## config.mk

```make
export PLATFORM = sky130hd
export DESIGN_NAME = twobank_gpio
export DESIGN_NICKNAME = d
export VERILOG_FILES = /design/src/rtl/twobank_gpio_pkg.sv /design/src/rtl/twobank_gpio_sync.sv /design/src/rtl/twobank_gpio_bank.sv /design/src/rtl/twobank_gpio.sv
export SDC_FILE = /design/constraint.sdc
export NUM_CORES = 1
export LEC_CHECK = 0
export BUFFER_PORTS_ARGS = -buffer_cell sky130_fd_sc_hd__buf_2
export CAP_MARGIN = 20
export CORE_ASPECT_RATIO = 0.75
export CORE_MARGIN = 5
export CORE_UTILIZATION = 50
export DETAILED_ROUTE_END_ITERATION = 10
export PLACE_DENSITY = 0.68
export REMOVE_ABC_BUFFERS = 1
export SYNTH_ARGS = -nofsm -noshare
export SYNTH_HDL_FRONTEND = slang
export SYNTH_SLANG_ARGS = --single-unit
```

## constraint.sdc

```tcl
create_clock -name clk -period 2.91 [get_ports clk]
set_clock_uncertainty 0.2 [all_clocks]
set_input_delay 0.582 -clock clk [delete_from_list [all_inputs] [get_ports clk]]
set_output_delay 0.582 -clock clk [all_outputs]
set_load 0.02 [all_outputs]
```

## src/rtl/twobank_gpio_pkg.sv

```systemverilog
package twobank_gpio_pkg;

    localparam int LANES    = 4;
    localparam int BANK_MAX = LANES * 8;

    typedef enum logic [2:0] {
        RG_ENABLE = 3'd0,
        RG_DIR    = 3'd1,
        RG_LEVEL  = 3'd2,
        RG_RISE   = 3'd3,
        RG_FALL   = 3'd4,
        RG_IRQEN  = 3'd5,
        RG_ROUTE  = 3'd6,
        RG_STATUS = 3'd7
    } gpio_reg_e;

    typedef struct packed {
        logic      bank;
        gpio_reg_e sel;
        logic [1:0] lane;
    } gpio_addr_t;

    typedef struct packed {
        logic       wr;
        gpio_reg_e  sel;
        logic [1:0] lane;
        logic [7:0] wdata;
    } bank_req_t;

    function automatic logic [BANK_MAX-1:0] lane_mask(input logic [1:0] lane);
        return {{(BANK_MAX-8){1'b0}}, 8'hFF} << {lane, 3'b000};
    endfunction

    function automatic logic [7:0] lane_pick(input logic [BANK_MAX-1:0] v,
                                             input logic [1:0] lane);
        return v[{lane, 3'b000} +: 8];
    endfunction

endpackage

```

## src/rtl/twobank_gpio_sync.sv

```systemverilog
module twobank_gpio_sync #(
    parameter int W = 8
) (
    input  logic         clk,
    input  logic         rst,
    input  logic [W-1:0] d,
    output logic [W-1:0] q
);
    logic [W-1:0] stage1;

    always_ff @(posedge clk) begin
        if (rst) begin
            stage1 <= '0;
            q      <= '0;
        end else begin
            stage1 <= d;
            q      <= stage1;
        end
    end
endmodule

```

## src/rtl/twobank_gpio_bank.sv

```systemverilog
module twobank_gpio_bank
    import twobank_gpio_pkg::*;
#(
    parameter int               NPINS  = 8,
    parameter logic [NPINS-1:0] EN_RST = '0
) (
    input  logic             clk,
    input  logic             rst,
    input  bank_req_t        req,
    input  logic [NPINS-1:0] pin_sync,
    output logic [7:0]       rd_byte,
    output logic [NPINS-1:0] drv_val,
    output logic [NPINS-1:0] drv_en,
    output logic             irq_any
);
    logic [NPINS-1:0] en_q, dir_q, lvl_q, rise_q, fall_q, ie_q, route_q, sts_q, prev_q;
    logic [NPINS-1:0] wm, wv, clr, hit, sts_next, view;
    logic [BANK_MAX-1:0] lane_m, rep;

    assign lane_m = lane_mask(req.lane);
    assign rep    = {LANES{req.wdata}};
    assign wm     = lane_m[NPINS-1:0];
    assign wv     = rep[NPINS-1:0];

    function automatic logic [NPINS-1:0] merge(input logic [NPINS-1:0] old,
                                               input logic [NPINS-1:0] val,
                                               input logic [NPINS-1:0] msk);
        return (old & ~msk) | (val & msk);
    endfunction

    // Edge detection on the synchronized pad against its previous value.
    assign hit = en_q & ((rise_q & pin_sync & ~prev_q) |
                         (fall_q & ~pin_sync & prev_q));
    assign clr = (req.wr && req.sel == RG_STATUS) ? (wm & wv) : '0;
    // A newly detected edge outranks a same-cycle clear.
    assign sts_next = (sts_q & ~clr) | hit;

    always_ff @(posedge clk) begin
        if (rst) begin
            en_q    <= EN_RST;
            dir_q   <= '0;
            lvl_q   <= '0;
            rise_q  <= '0;
            fall_q  <= '0;
            ie_q    <= '0;
            route_q <= '0;
            sts_q   <= '0;
            prev_q  <= '0;
        end else begin
            prev_q <= pin_sync;
            sts_q  <= sts_next;
            if (req.wr) begin
                case (req.sel)
                    RG_ENABLE: en_q    <= merge(en_q, wv, wm);
                    RG_DIR:    dir_q   <= merge(dir_q, wv, wm);
                    RG_LEVEL:  lvl_q   <= merge(lvl_q, wv, wm & ~dir_q);
                    RG_RISE:   rise_q  <= merge(rise_q, wv, wm);
                    RG_FALL:   fall_q  <= merge(fall_q, wv, wm);
                    RG_IRQEN:  ie_q    <= merge(ie_q, wv, wm);
                    RG_ROUTE:  route_q <= merge(route_q, wv, wm);
                    default:   ;
                endcase
            end
        end
    end

    always_comb begin
        case (req.sel)
            RG_ENABLE: view = en_q;
            RG_DIR:    view = dir_q;
            RG_LEVEL:  view = (dir_q & pin_sync) | (~dir_q & lvl_q);
            RG_RISE:   view = rise_q;
            RG_FALL:   view = fall_q;
            RG_IRQEN:  view = ie_q;
            RG_ROUTE:  view = route_q;
            RG_STATUS: view = sts_q;
            default:   view = '0;
        endcase
    end

    assign rd_byte = lane_pick(BANK_MAX'(view), req.lane);
    assign drv_en  = en_q & ~dir_q;
    assign drv_val = drv_en & lvl_q;
    assign irq_any = |(sts_q & ie_q);
endmodule

```

## src/rtl/twobank_gpio.sv

```systemverilog
module twobank_gpio
    import twobank_gpio_pkg::*;
#(
    parameter int                  NUM_PINS    = 14,
    parameter int                  RESUME_BASE = 10,
    parameter logic [NUM_PINS-1:0] EN_RESET    = 14'h047F
) (
    input  logic                clk,
    input  logic                rst,
    input  logic [5:0]          bus_addr,
    input  logic                bus_wr,
    input  logic [7:0]          bus_wdata,
    input  logic                bus_rd,
    output logic [7:0]          bus_rdata,
    input  logic [NUM_PINS-1:0] pad_in,
    output logic [NUM_PINS-1:0] pad_out,
    output logic [NUM_PINS-1:0] pad_oe,
    output logic                irq
);
    localparam int LOW_N  = RESUME_BASE;
    localparam int HIGH_N = NUM_PINS - RESUME_BASE;

    gpio_addr_t          a;
    logic [NUM_PINS-1:0] pin_sync;
    logic [7:0]          bank_rd [2];
    logic [1:0]          bank_irq;

    assign a = gpio_addr_t'(bus_addr);

    twobank_gpio_sync #(.W(NUM_PINS)) u_sync (
        .clk (clk),
        .rst (rst),
        .d   (pad_in),
        .q   (pin_sync)
    );

    for (genvar b = 0; b < 2; b++) begin : g_bank
        localparam int LO = (b == 0) ? 0 : RESUME_BASE;
        localparam int N  = (b == 0) ? LOW_N : HIGH_N;
        bank_req_t r;

        always_comb begin
            r.wr    = bus_wr && (a.bank == 1'(b));
            r.sel   = a.sel;
            r.lane  = a.lane;
            r.wdata = bus_wdata;
        end

        twobank_gpio_bank #(
            .NPINS  (N),
            .EN_RST (EN_RESET[LO +: N])
        ) u_bank (
            .clk      (clk),
            .rst      (rst),
            .req      (r),
            .pin_sync (pin_sync[LO +: N]),
            .rd_byte  (bank_rd[b]),
            .drv_val  (pad_out[LO +: N]),
            .drv_en   (pad_oe[LO +: N]),
            .irq_any  (bank_irq[b])
        );
    end

    assign bus_rdata = bus_rd ? bank_rd[a.bank] : 8'h00;
    assign irq       = |bank_irq;
endmodule

```

==> metrics <==
drt first pass iters=6; Synthesis Warnings=0; Setup Viol. Count Final=0; Cell Count Post-Placement=1095; commonest non-fill, non-tap cell in the layout=dfxtp_1; Max-Slew Margin vs Limit=58.6%; CP required=2.13 ns; nets@finish=971; CP max stage cell=a211oi_2; Cells after Synth=832; post-route ant nets=0; Worst setup SP type=input port; final hold vios=0; Total GRT Usage=28.0%; dpl hpwl=16200 microns; top post-synthesis cells by area=dfxtp_1, mux2i_1, nor2b_1; Synth Flop Type=dfxtp_1; Hold Path Class=in2reg; 1st-iter DRT viols=901; multi-input logic area=0.00371 sq mm; post-synth top area cell=dfxtp_1; Max-Cap Viols=0; most frequent cells in the layout=dfxtp_1, nand2_1, nor2_1; largest net degree at the start of global routing=59; cts bufs inserted=17; CP max FO=11; share of layout cells above drive strength 1=22.7%; Max Clock Freq=347 MHz; chip height=112 microns; PortBufs=68; post-synthesis average cell area=8.38 sq um; fill count=1191; DRC=0; Yosys top cell area share=44.2%; Setup WS post-layout=0.0309 ns; Area Overhead vs Synth=23.8%; Die X=146 microns; Max VDD drop=0.417 mV; Post-synth EDFFs=0; boundary pin count=69; total grt overflow=0; sequential share of the synthesized area=44.2%; H-tree levels=4; FFs w/ async S/R, synth=0%; vias in the first global route=6462; power per cell area=551 mW/mm^2; latest clock arrival within the worst-skew pair=0.43 ns; post-layout util=63.0%; final WL=22900 microns; Yosys reg bits=154; post-DR vias/cell=5.97; Die ar.=0.0164 sq mm; CP Class=in2out; Crit path arrival time=2.10 ns; clock sink count=154; Reg clk slew, reported paths=0.06 ns; actual slew at the worst max-slew pin=0.619 ns; # rows=37; vias=6725; CP endpoint kind=output port; fin. max-slew vios=0; Leak=3.30 nW; Core Area=0.0137 sq mm; Final period util=98.9%; Mapped Area=0.00697 sq mm; Tmin final=2.88 ns; first-pass GRT wire length=36400 microns; CP dominant cell by count=buf_4; clk buf depth=2; # diodes=0; Root Driver=clkbuf_16; worst hold margin=0.161 ns; Initial Util=50.9%; slowest stage delay, CP=0.28 ns; Cell variety after synth=53; Post-CTS Setup Inserts=0; CTS tree=yes; setup TNS=0 ns; non-filler cells, final=1126; status=finished clean; sequential cell area=0.00309 sq mm; post-DR wirelength/cell=20.3 microns; Setup WS pre-CTS=-0.149 ns; hold buffer count at cts=0; crit-path cells=buf_6 -> buf_4 -> buf_4 -> nor4bb_1 -> a31oi_1 -> a21oi_1 -> o21ai_2 -> a211oi_2 -> buf_4; initial antenna violation count=0; Final GP Congestion=1.03
synth_stat cells, types with 5 or more instances:
cell	n
clkbuf_1	41
or3_1	9
a21oi_1	74
nand3_1	27
a211o_1	5
dfxtp_1	154
and2_1	15
a22oi_1	18
buf_2	10
nand3b_1	19
inv_1	9
nor2b_1	66
nand2_1	94
a211oi_1	5
mux2i_1	45
nor2_1	92
a21o_1	6
o21ai_0	57
mux2_2	10
a221oi_1	10
timing repair:
item                                    in CTS  in global routing
endpoints found under the setup margin       8                  6
gates cloned                                 0                  0
pin swaps                                    4                  6
resized for setup                           14                 26
logic make-up (layout without fill, tap and decap cells):
kind of cell    count (synthesis)  after routing  share of synthesized area (%)
simple gates                  352            352                           25.7
mux                            56             56                           8.40
compound gates                204            204                           17.9
buf+inv                        66            185                           3.84
flops                         154            154                           44.2
final timing paths:
path | cells after the start | start | slack (ns) | to
hold reg to reg | 1 | u_sync.stage1[7] | 0.23 | u_sync.q[7]
setup reg to reg | 4 | u_sync.q[9] | 1.64 | g_bank[0].u_bank.sts_q[9]
setup / recovery | 9 | bus_addr[2] | 0.03 | bus_rdata[3]
hold / removal | 2 | pad_in[0] | 0.16 | u_sync.stage1[0]
layer usage:
| layer | vias to the layer above | part of all wire, % | global-route usage (%) |
|---|---|---|---|
| li1 | 3134 | - | - |
| met4 | 0 | 1.5 | 8.52 |
| met3 | 41 | 11 | 9.97 |
| met2 | 348 | 43 | 41.3 |
| met5 | - | 0 | 0 |
| met1 | 3202 | 44 | 38.6 |
critical path, delay by kind of cell:
kind | cells | cell delay, ns
AO/OA/AOI/OAI | 4 | 0.63
buffers and inverters | 4 | 0.61
AND/OR/NAND/NOR | 1 | 0.25
layout make-up:
type	instances	area share (%)
flip-flops and latches	154	35.8
inverters	10	0.435
clock buffers	22	5.61
multi-input cells	612	43.0
clock inverters	9	1.30
well taps	175	2.54
repair buffers	144	11.3
metrics by stage:
stage / power, W / cell area [sq um]
2_1_floorplan: 0.00231 / 6740
3_3_place_gp: 0.00253 / 7900
3_5_place_dp: 0.00254 / 7900
4_1_cts: 0.00476 / 8540
5_1_grt: 0.00490 / 8630
6_report: 0.00475 / 8630
power by group:
group | total [W] | internal, W | switching [W] | leakage (nW)
logic | 0.000359 | 0.000142 | 0.000217 | 1.76
registers | 0.00216 | 0.00214 | 0.0000200 | 1.25
clock network | 0.00224 | 0.00135 | 0.000881 | 0.293
total | 0.00475 | 0.00363 | 0.00112 | 3.30
No activity file was read; power rests on OpenSTA's default activity.
